--- src/rtl/fws_pkg.sv ---
// Shared types for the flash write splitter.
// Assumes nothing beyond IEEE 1800-2017 enum support.
package fws_pkg;

    // Controller phases: wait for host, choose next piece, issue it, wait for it, report.
    typedef enum logic [2:0] {
        ST_IDLE  = 3'd0,
        ST_NEXT  = 3'd1,
        ST_ISSUE = 3'd2,
        ST_WAIT  = 3'd3,
        ST_FIN   = 3'd4
    } fws_state_t;

    // Downstream engine selected for a piece.
    typedef enum logic {
        PATH_WORD = 1'b0,
        PATH_BUF  = 1'b1
    } fws_path_t;

endpackage

--- src/rtl/fws_piece_calc.sv ---
// fws_piece_calc: purely combinational sizing of the next piece.
// Given the low offset bits inside the device and the remaining byte count,
// it picks the engine and the piece length.
// Assumes BUS_BYTES and WBUF_BYTES are powers of two, WBUF_BYTES >= 2,
// and WBUF_BYTES >= BUS_BYTES.
module fws_piece_calc
    import fws_pkg::*;
#(
    parameter int BUS_BYTES  = 2,
    parameter int WBUF_BYTES = 16,
    parameter int LEN_W      = 12,
    localparam int BUS_LOG2  = $clog2(BUS_BYTES),
    localparam int WBUF_LOG2 = $clog2(WBUF_BYTES)
) (
    input  logic [WBUF_LOG2-1:0] ofs_low,
    input  logic [LEN_W-1:0]     rem,
    output fws_path_t            path,
    output logic [LEN_W-1:0]     len
);

    logic             misaligned;
    logic [LEN_W-1:0] head_room;
    logic [LEN_W-1:0] buf_room;
    logic [LEN_W-1:0] room;

    // Head detection exists only when the bus is wider than one byte.
    generate
        if (BUS_LOG2 == 0) begin : g_byte_bus
            assign misaligned = 1'b0;
            assign head_room  = '0;
        end else begin : g_wide_bus
            logic [BUS_LOG2-1:0] in_word;
            assign in_word    = ofs_low[BUS_LOG2-1:0];
            assign misaligned = (in_word != '0);
            assign head_room  = LEN_W'(BUS_BYTES) - LEN_W'(in_word);
        end
    endgenerate

    // Room left before the next write-buffer boundary.
    assign buf_room = LEN_W'(WBUF_BYTES) - LEN_W'(ofs_low);

    // Choose engine and clip the room to what is left of the request.
    always_comb begin
        path = misaligned ? PATH_WORD : PATH_BUF;
        room = misaligned ? head_room : buf_room;
        len  = (rem < room) ? rem : room;
    end

endmodule

--- src/rtl/fws_pos_track.sv ---
// fws_pos_track: holds device index, offset, remaining bytes and bytes done.
// A load starts a request; a step advances by one finished piece, wrapping
// to the next device at its end and flagging the end of the bank.
// Assumes a piece never crosses a device end (buffer size divides device size).
module fws_pos_track #(
    parameter int NUM_CHIPS  = 4,
    parameter int CHIP_SHIFT = 6,
    parameter int LEN_W      = 12,
    localparam int CHIP_W    = (NUM_CHIPS > 1) ? $clog2(NUM_CHIPS) : 1,
    localparam int SUM_W     = CHIP_SHIFT + 1
) (
    input  logic                  clk,
    input  logic                  rst_n,
    input  logic                  load,
    input  logic [CHIP_W-1:0]     load_chip,
    input  logic [CHIP_SHIFT-1:0] load_ofs,
    input  logic [LEN_W-1:0]      load_len,
    input  logic                  step,
    input  logic [LEN_W-1:0]      step_len,
    output logic [CHIP_W-1:0]     chip,
    output logic [CHIP_SHIFT-1:0] ofs,
    output logic [LEN_W-1:0]      rem,
    output logic [LEN_W-1:0]      bytes,
    output logic                  all_done
);

    localparam logic [CHIP_W-1:0] LAST_CHIP = CHIP_W'(NUM_CHIPS - 1);

    logic             bank_end;
    logic [SUM_W-1:0] next_sum;
    logic             wraps;

    // Offset after the current piece, one bit wider to see the device end.
    always_comb begin
        next_sum = {1'b0, ofs} + SUM_W'(step_len);
        wraps    = next_sum[CHIP_SHIFT];
    end

    // Position registers: load on accept, advance on each good piece.
    always_ff @(posedge clk) begin
        if (!rst_n) begin
            chip     <= '0;
            ofs      <= '0;
            rem      <= '0;
            bytes    <= '0;
            bank_end <= 1'b0;
        end else if (load) begin
            chip     <= load_chip;
            ofs      <= load_ofs;
            rem      <= load_len;
            bytes    <= '0;
            bank_end <= (load_chip > LAST_CHIP);
        end else if (step) begin
            rem   <= rem - step_len;
            bytes <= bytes + step_len;
            if (wraps) begin
                ofs <= '0;
                if (chip == LAST_CHIP) begin
                    bank_end <= 1'b1;
                end else begin
                    chip <= chip + 1'b1;
                end
            end else begin
                ofs <= next_sum[CHIP_SHIFT-1:0];
            end
        end
    end

    assign all_done = bank_end || (rem == '0);

endmodule

--- src/rtl/fws_ctrl.sv ---
// fws_ctrl: sequences one request through pieces, one outstanding at a time.
// Accepts only the acknowledgement of the engine holding the current piece,
// and stops at the first failed piece.
// Assumes engines raise done no earlier than the cycle after the issue pulse.
module fws_ctrl
    import fws_pkg::*;
#(
    parameter int CODE_W = 4
) (
    input  logic              clk,
    input  logic              rst_n,
    input  logic              req_valid,
    input  logic              all_done,
    input  fws_path_t         sel_path,
    input  logic              wp_done,
    input  logic              wp_fail,
    input  logic [CODE_W-1:0] wp_code,
    input  logic              bp_done,
    input  logic              bp_fail,
    input  logic [CODE_W-1:0] bp_code,
    output logic              req_ready,
    output logic              load,
    output logic              step,
    output logic              issue_word,
    output logic              issue_buf,
    output logic              cpl_valid,
    output logic              cpl_ok,
    output logic [CODE_W-1:0] cpl_code
);

    fws_state_t        st;
    fws_path_t         path_q;
    logic              hit;
    logic              hit_fail;
    logic [CODE_W-1:0] hit_code;

    // Pick the acknowledgement belonging to the outstanding piece only.
    always_comb begin
        if (path_q == PATH_WORD) begin
            hit      = (st == ST_WAIT) && wp_done;
            hit_fail = wp_fail;
            hit_code = wp_code;
        end else begin
            hit      = (st == ST_WAIT) && bp_done;
            hit_fail = bp_fail;
            hit_code = bp_code;
        end
    end

    // Phase register plus latched engine choice and final status.
    always_ff @(posedge clk) begin
        if (!rst_n) begin
            st       <= ST_IDLE;
            path_q   <= PATH_BUF;
            cpl_ok   <= 1'b0;
            cpl_code <= '0;
        end else begin
            case (st)
                ST_IDLE: begin
                    if (req_valid) begin
                        st       <= ST_NEXT;
                        cpl_ok   <= 1'b1;
                        cpl_code <= '0;
                    end
                end
                ST_NEXT: begin
                    path_q <= sel_path;
                    st     <= all_done ? ST_FIN : ST_ISSUE;
                end
                ST_ISSUE: st <= ST_WAIT;
                ST_WAIT: begin
                    if (hit) begin
                        if (hit_fail) begin
                            cpl_ok   <= 1'b0;
                            cpl_code <= hit_code;
                            st       <= ST_FIN;
                        end else begin
                            st <= ST_NEXT;
                        end
                    end
                end
                ST_FIN:  st <= ST_IDLE;
                default: st <= ST_IDLE;
            endcase
        end
    end

    // Strobes derived from the phase.
    always_comb begin
        req_ready  = (st == ST_IDLE);
        load       = (st == ST_IDLE) && req_valid;
        step       = hit && !hit_fail;
        issue_word = (st == ST_ISSUE) && (path_q == PATH_WORD);
        issue_buf  = (st == ST_ISSUE) && (path_q == PATH_BUF);
        cpl_valid  = (st == ST_FIN);
    end

endmodule

--- src/rtl/flash_wr_splitter.sv ---
// flash_wr_splitter: top level. Splits a host write into a misaligned head
// for the word engine and buffer-bounded pieces for the buffer engine,
// walking across a bank of NUM_CHIPS identical devices.
// Assumes all sizes are powers of two, BUS_BYTES <= WBUF_BYTES <= device size,
// and LEN_W > CHIP_SHIFT is not required but LEN_W must hold WBUF_BYTES.
module flash_wr_splitter
    import fws_pkg::*;
#(
    parameter int BUS_BYTES  = 2,
    parameter int INTERLEAVE = 1,
    parameter int BUF_SHIFT  = 4,
    parameter int CHIP_SHIFT = 6,
    parameter int NUM_CHIPS  = 4,
    parameter int LEN_W      = 12,
    parameter int CODE_W     = 4,
    localparam int WBUF_BYTES = INTERLEAVE << BUF_SHIFT,
    localparam int WBUF_LOG2  = $clog2(WBUF_BYTES),
    localparam int CHIP_W     = (NUM_CHIPS > 1) ? $clog2(NUM_CHIPS) : 1,
    localparam int ADDR_W     = CHIP_SHIFT + CHIP_W
) (
    input  logic                  clk,
    input  logic                  rst_n,
    input  logic                  req_valid,
    output logic                  req_ready,
    input  logic [ADDR_W-1:0]     req_addr,
    input  logic [LEN_W-1:0]      req_len,
    output logic                  wp_valid,
    output logic [CHIP_W-1:0]     wp_chip,
    output logic [CHIP_SHIFT-1:0] wp_ofs,
    output logic [LEN_W-1:0]      wp_len,
    input  logic                  wp_done,
    input  logic                  wp_fail,
    input  logic [CODE_W-1:0]     wp_code,
    output logic                  bp_valid,
    output logic [CHIP_W-1:0]     bp_chip,
    output logic [CHIP_SHIFT-1:0] bp_ofs,
    output logic [LEN_W-1:0]      bp_len,
    input  logic                  bp_done,
    input  logic                  bp_fail,
    input  logic [CODE_W-1:0]     bp_code,
    output logic                  cpl_valid,
    output logic                  cpl_ok,
    output logic [CODE_W-1:0]     cpl_code,
    output logic [LEN_W-1:0]      cpl_bytes
);

    logic                  load;
    logic                  step;
    logic                  all_done;
    logic [CHIP_W-1:0]     cur_chip;
    logic [CHIP_SHIFT-1:0] cur_ofs;
    logic [LEN_W-1:0]      cur_rem;
    logic [LEN_W-1:0]      cur_bytes;
    fws_path_t             sel_path;
    logic [LEN_W-1:0]      piece_len;
    logic                  issue_word;
    logic                  issue_buf;

    fws_pos_track #(
        .NUM_CHIPS (NUM_CHIPS),
        .CHIP_SHIFT(CHIP_SHIFT),
        .LEN_W     (LEN_W)
    ) u_track (
        .clk      (clk),
        .rst_n    (rst_n),
        .load     (load),
        .load_chip(req_addr[ADDR_W-1:CHIP_SHIFT]),
        .load_ofs (req_addr[CHIP_SHIFT-1:0]),
        .load_len (req_len),
        .step     (step),
        .step_len (piece_len),
        .chip     (cur_chip),
        .ofs      (cur_ofs),
        .rem      (cur_rem),
        .bytes    (cur_bytes),
        .all_done (all_done)
    );

    fws_piece_calc #(
        .BUS_BYTES (BUS_BYTES),
        .WBUF_BYTES(WBUF_BYTES),
        .LEN_W     (LEN_W)
    ) u_calc (
        .ofs_low(cur_ofs[WBUF_LOG2-1:0]),
        .rem    (cur_rem),
        .path   (sel_path),
        .len    (piece_len)
    );

    fws_ctrl #(
        .CODE_W(CODE_W)
    ) u_ctrl (
        .clk       (clk),
        .rst_n     (rst_n),
        .req_valid (req_valid),
        .all_done  (all_done),
        .sel_path  (sel_path),
        .wp_done   (wp_done),
        .wp_fail   (wp_fail),
        .wp_code   (wp_code),
        .bp_done   (bp_done),
        .bp_fail   (bp_fail),
        .bp_code   (bp_code),
        .req_ready (req_ready),
        .load      (load),
        .step      (step),
        .issue_word(issue_word),
        .issue_buf (issue_buf),
        .cpl_valid (cpl_valid),
        .cpl_ok    (cpl_ok),
        .cpl_code  (cpl_code)
    );

    // Piece fields are shared; only the valid strobe selects the engine.
    always_comb begin
        wp_valid  = issue_word;
        wp_chip   = cur_chip;
        wp_ofs    = cur_ofs;
        wp_len    = piece_len;
        bp_valid  = issue_buf;
        bp_chip   = cur_chip;
        bp_ofs    = cur_ofs;
        bp_len    = piece_len;
        cpl_bytes = cur_bytes;
    end

endmodule

--- config.mk ---
export PLATFORM = sky130hd
export DESIGN_NAME = flash_wr_splitter
export DESIGN_NICKNAME = d
export VERILOG_FILES = /design/src/rtl/fws_pkg.sv /design/src/rtl/fws_piece_calc.sv /design/src/rtl/fws_pos_track.sv /design/src/rtl/fws_ctrl.sv /design/src/rtl/flash_wr_splitter.sv
export SDC_FILE = /design/constraint.sdc
export NUM_CORES = 1
export LEC_CHECK = 0
export ABC_AREA = 1
export BUFFER_PORTS_ARGS = -buffer_cell sky130_fd_sc_hd__buf_4
export CORE_AREA = 2 2 99 101
export CTS_BUF_LIST = sky130_fd_sc_hd__clkbuf_4 sky130_fd_sc_hd__clkbuf_8
export CTS_CLUSTER_DIAMETER = 100
export DETAILED_ROUTE_END_ITERATION = 7
export DIE_AREA = 0 0 101 103
export HOLD_SLACK_MARGIN = 0.05
export PLACE_DENSITY = 0.65
export SYNTH_ARGS = -nofsm -noshare
export SYNTH_HDL_FRONTEND = slang
export SYNTH_HIERARCHICAL = 1
export SYNTH_SLANG_ARGS = --single-unit
--- constraint.sdc ---
create_clock -name clk -period 4.7 [get_ports clk]
set_input_delay 1.175 -clock clk [delete_from_list [all_inputs] [get_ports clk]]
set_output_delay 1.175 -clock clk [all_outputs]
set_load 0.01 [all_outputs]
Yosys cells after proc, flatten, opt, wreduce, memory -nomap -nowiden. Index checks and enable logic that the tools add are counted.

Bits in registers: 42. Input bits: 35. Output and inout port bits: 61. Word-level logic and storage cells: 79.

Add/sub/neg operators: 6. $lt $le $gt $ge: 2. Equal/unequal tests: 9. Mux-type cells: 32. Bitwise logic cells: 2. Reductions and logical operators: 19.

Operators with widths (number): 12-bit two-way mux (4); 6-bit two-way mux (3); 4-bit two-way mux (4); 12-bit adder (1); 12-bit zero test (1); 12-bit < comparator (1); 3-bit two-way mux (4); 3-bit case mux with 4 select lines (1); 12-bit subtractor (1); 1-bit two-way mux (10); 2-bit two-way mux (4); 4-bit case mux with 2 select lines (1); 2-bit nonzero test (4); 6-bit by 7-bit adder with 7-bit output (1); 3-bit by 2-bit equality test with 1-bit output, second input constant (2); 1-bit logical AND (6); 3-bit AND reduction (2); 5-bit by 4-bit subtractor with 6-bit output, first input constant (1); 2-bit by 1-bit inequality test with 1-bit output, second input constant (2); 2-bit inequality test, second input constant (2); 4-bit AND reduction (1); 3-bit by 1-bit equality test with 1-bit output, second input constant (1); 3-bit equality test, second input constant (1); 3-bit zero test (1); 10 further kinds (11).

Logic depth before layout (Yosys ltp).
Word-level depth: 8. Depth in mapped cells: 25. Gate-level depth less buffers: 25.

Cells and area by module. The synthesis kept the hierarchy.

By module, submodules not included: fws_pos_track (instances 1, cells an instance 444, area each 2847.7 um2, sequential area each 660.6 um2); fws_ctrl (instances 1, cells an instance 97, area each 614.3 um2, sequential area each 180.2 um2); fws_piece_calc (instances 1, cells an instance 58, area each 316.6 um2, sequential area each 0.0 um2); flash_wr_splitter (instances 1, cells an instance 20, area each 150.1 um2, sequential area each 0.0 um2).

Least setup slack after synthesis. Ideal clock, no wire load.

Path kind: register to output. Start point: register u_track.ofs[1]. End point: output wp_len[1]. Data arrival time: 2.105 ns. Data required time: 3.525 ns. Slack: 1.420 ns. Stages on the path, launching flop included: 14. Cell sequence: dfxtp_1 -> nor2_1 -> nand2_1 -> nor2_1 -> nor3_1 -> inv_1 -> ha_1 -> a21oi_1 -> nand2_1 -> nand2_2 -> nand2_4 -> nand2_1 -> nand2_1 -> buf_4.

Word-level cells in the longest chain between the ends: 4.

Ends and longest elaborated chain: start, declared (line fws_pos_track.sv:21) `output logic [CHIP_SHIFT-1:0] ofs,`; start signal, assigned (line fws_pos_track.sv:49) `ofs <= load_ofs;`; start signal, assigned (line fws_pos_track.sv:64) `ofs <= next_sum[CHIP_SHIFT-1:0];`; 5-bit by 4-bit subtractor with 6-bit output (*) (line fws_piece_calc.sv:40) `assign buf_room = LEN_W'(WBUF_BYTES) - LEN_W'(ofs_low);`; 12-bit two-way mux (*) (line fws_piece_calc.sv:45) `room = misaligned ? head_room : buf_room;`; 12-bit < comparator (line fws_piece_calc.sv:46) `len = (rem < room) ? rem : room;`; 12-bit two-way mux (*) (line fws_piece_calc.sv:46); end, declared (line flash_wr_splitter.sv:30) `output logic [LEN_W-1:0] wp_len,`.

Mark *: on every way between the ends. The rest lies on a longest branch, timed or not.

Worst setup path after layout. Same ends and word-level chain as after synthesis.

==> summary by stage <==
Outcome
The run finished with clean final reports.

Timing
The total count of max-transition violations in the final report came to 0. The final hold violation count is 0. At the pin with the least slew margin, the transition time is 0.917 ns.

The sum of negative setup slack is 0 ns. The relative slew slack is 38.8%. The final setup skew is 0.00818 ns.

Setup repair after global routing left no endpoint under its margin. The count of final setup violators is 0. The worst path in the final design needs a cycle of 3.94 ns, including I/O delays and setup. In the finished design, the share of the clock period the worst path needs comes to 83.8%. The highest attainable clock frequency is 0.254 GHz. The least setup slack across all paths after layout is 0.761 ns.

Routing
The number of search-and-repair iterations in the first detailed-routing pass is 5. After detailed routing, the average wire length per cell comes to 13.8 um. The first-iteration detailed-routing DRC count is 148. The post-route antenna net violation count is 0. For this run, design rule violations remaining after detail routing come to 0. The vias after detailed routing is 4113. After detailed routing, the total wire length is 10900 um. After detailed routing, the number of vias per cell comes to 5.19.

Critical path
The worst register-to-register path begins at u_track/ofs[1]$_SDFFE_PN0P_. The setup slack on the worst flop-to-flop path is 0.94 ns. The largest driver fanout on the critical path is 8.

The worst register-to-register path has a depth of 21. In this run the critical register-to-register path is captured at u_track/ofs[0]$_SDFFE_PN0P_. The category of the worst setup path launch point is a flip-flop. The worst setup path is captured at an output port. Data on the critical path is required at its endpoint by 3.52 ns. The critical path is of the flip-flop to output port type.

The worst endpoint data arrival time is 2.76 ns.

Finish
From synthesis to final layout, the design area changed by 17.2%. The number of fill cells is 966. The share of layout cells above drive strength 1 is 18.4%. The total number of nets in the final design is 749.

The utilization after layout is 48.7%. The sequential cell area is 841 um^2. The final antenna diode count is 0.

The multi-input combinational cell area is 2530 um^2.

Synthesis
Counting distinct cell types in the post-synthesis netlist gives 40. The average size of a mapped cell is 6.35 um^2. Sorting the synthesized cells by area gives the leading types as dfxtp_1 21%, nand2_1 15%, ha_1 11%, inv_1 7.5%, nand3_1 6.8%.

The number of synthesized flops with an enable pin is 0. The part of the Yosys area used for sequential elements is 21.4%. The flip-flop and latch count after synthesis is 42. The share of synthesized area in the top cell type comes to 21.4%. The gate count of the mapped netlist is 619. The cell area that synthesis handed to floorplanning was 3930 um^2. In the synthesized netlist the async set-or-reset flop fraction comes to 0%. The cell taking the most area after synthesis is dfxtp_1. During synthesis, Yosys emitted a total of 6 warnings. The dominant register cell in the synthesized netlist is dfxtp_1.

Hold path
The worst hold path belongs to the class flip-flop to flip-flop. The capture endpoint of the worst hold path is u_ctrl/cpl_code[0]$_SDFFE_PN0P_. Along the worst hold path, the cell count comes to 2. The startpoint of the worst hold path is u_ctrl/cpl_code[0]$_SDFFE_PN0P_.

Floorplan
Pin placement for this block handled 96 I/O pins. Measured along the y axis, the die boundary spans 103 um. The floorplan step set the die width to 101 um. The placeable core region is 9460 um^2. The number of rows in the core area is 36. The die covers 10400 um^2. Once the floorplan was initialized, standard cells occupied 41.5% of the core.

Power and ir drop
The share of total power consumed by net switching is 49.4%. For this design the total switching power over the nets is 0.00124 W. The worst voltage drop across the vdd grid is 361 uV. Internal power comes to 0.00128 W. The proportion of power drawn by flip-flops and latches is 21.0%. The static leakage power is 2.48 nW.

The share of total power in the clock network is 14.6%. In this run the power density over the cells is 547 nW/um^2. The relative contribution of combinational cells to total power is 64.4%.

Placed design
The global placer's final weighted congestion is 0.913. The HPWL after detailed placement is 8580 um. Input and output buffers added on the ports amount to 81. The setup slack after placement is 0.989 ns.

Global route
The pin count of the biggest net entering global routing is 28. The via count of the first global-routing pass came to 3725. The first-pass GRT wire length is 17700 um. Global routing consumed, over all layers together, 21.1% of the routing resources.

The number of antenna violations at the first check in global routing is 0. The total overflow reported by the global router is 0.

CTS
The clock passes through at most 2 buffers. The root buffer cell chosen for the clock tree is clkbuf_8. The clock net sink count is 42. Post-CTS timing repair inserted 0 buffers for setup. In this run, CTS created clock tree buffers numbering 5.

The clock edge transition at the registers on the reported setup and hold paths is 0.09 ns. The quantity of hold-fixing buffers added after cts is 0. The TritonCTS clock tree is done.

The level count of the clock H-tree is 2. The clock latency at the later pin of the worst-skew pair is 0.30 ns. Gates resized during post-CTS repair numbered 0.

Run
Max-cap violations in this run came to 0.
-- cell usage in the layout, fill, tap and decap left out, drive strengths merged --
cell / n
nand2: 168
inv: 82
a31oi: 4
nor4: 3
xnor2: 4
a211oi: 1
a31o: 1
o21ai: 21
a21boi: 1
a21o: 2
a21oi: 43
xor2: 7
nor2: 78
clkinv: 1
clkbuf: 6
nand3: 55
buf: 84
conb: 7
nand4: 9
fa: 3
bufinv: 2
ha: 33
nor3: 5
o21bai: 2
nand3b: 2
a22oi: 13
dfxtp: 42
-- how the worst max path moves through the flow --
stage	start	endpoint	slack [ns]
2_1_floorplan	u_track/ofs[1]$_SDFFE_PN0P_	wp_len[1]	1.42
3_3_place_gp	u_track/ofs[0]$_SDFFE_PN0P_	u_track/ofs[0]$_SDFFE_PN0P_	1.11
3_5_place_dp	u_track/ofs[1]$_SDFFE_PN0P_	u_track/ofs[0]$_SDFFE_PN0P_	0.99
4_1_cts	u_track/ofs[1]$_SDFFE_PN0P_	bp_len[1]	0.78
5_1_grt	u_track/ofs[1]$_SDFFE_PN0P_	wp_len[1]	0.53
6_report	u_track/ofs[1]$_SDFFE_PN0P_	wp_len[1]	0.76
-- area by class of cell --
type | count | area share (%)
multi-input combinational | 462 | 55.0
sequential | 42 | 18.3
timing repair buffer | 84 | 13.7
inverter | 83 | 6.82
tap | 114 | 3.10
clock buffer | 6 | 1.79
clock inverter | 2 | 1.30
-- worst max-delay path, stage by stage, from the launching register on --
cell and delay [ns]:
dfxtp_1 0.50, nor2_1 0.11, nand2_1 0.07, nor2_1 0.05, nor3_1 0.27, inv_1 0.09
ha_1 0.29, a21oi_1 0.15, nand2_1 0.08, nand2_2 0.13, nand2_4 0.08, nand2_1 0.08
nand2_1 0.28, buf_4 0.27
-- cell families after synthesis --
family / Yosys count / share of synthesized area [%]
simple gates: 320 / 36.3
fa+ha+maj: 36 / 12.0
other cells: 1 / 0.0954
flops: 42 / 21.4
compound gates: 88 / 13.0
buf+inv: 121 / 14.7
xor+xnor: 11 / 2.45
-- stage by stage --
stage	std cells	cell area, um^2	hold slack (ns)	power, W
6_report	793	4600	0.491	0.00252
5_1_grt	793	4600	0.517	0.00276
4_1_cts	793	4600	0.494	0.00252
3_5_place_dp	785	4460	0.478	0.00215
3_3_place_gp	785	4460	0.472	0.00212
2_1_floorplan	625	3950	0.438	0.00174
-- layer usage --
metal	GRT usage [%]	wire, um
met5	0	0
met4	6.34	171
met3	3.39	853
met2	37.0	5300
met1	26.8	4610
-- synth_stat cells, types with 5 or more instances --
cell type and number:
a21oi_1 42, a22oi_1 13, buf_2 5, buf_4 29, dfxtp_1 42, ha_1 33
inv_1 78, nand2_1 156, nand2_2 9, nand3_1 53, nand4_1 8, nor2_1 70
o21ai_0 16, xor2_1 7
-- power by group through the flow --
stage                     clock [W]  sequential (W)  combinational [W]
after floorplan                   0        0.000517            0.00123
after global placement            0        0.000535            0.00159
after detailed placement          0        0.000536            0.00161
after CTS                  0.000375        0.000528            0.00162
after global routing       0.000389        0.000542            0.00183
final                      0.000368        0.000528            0.00162
-- sequential cells by signal, summed over array words and instances (netlist names) --
signal            cells
u_track/rem          12
u_track/chip          2
u_track/bank_end      1
u_ctrl/cpl_code       4
u_ctrl/cpl_ok         1
u_track/bytes        12
u_ctrl/path_q         1
u_ctrl/st             3
u_track/ofs           6
Power figures use the tool's default switching activity.
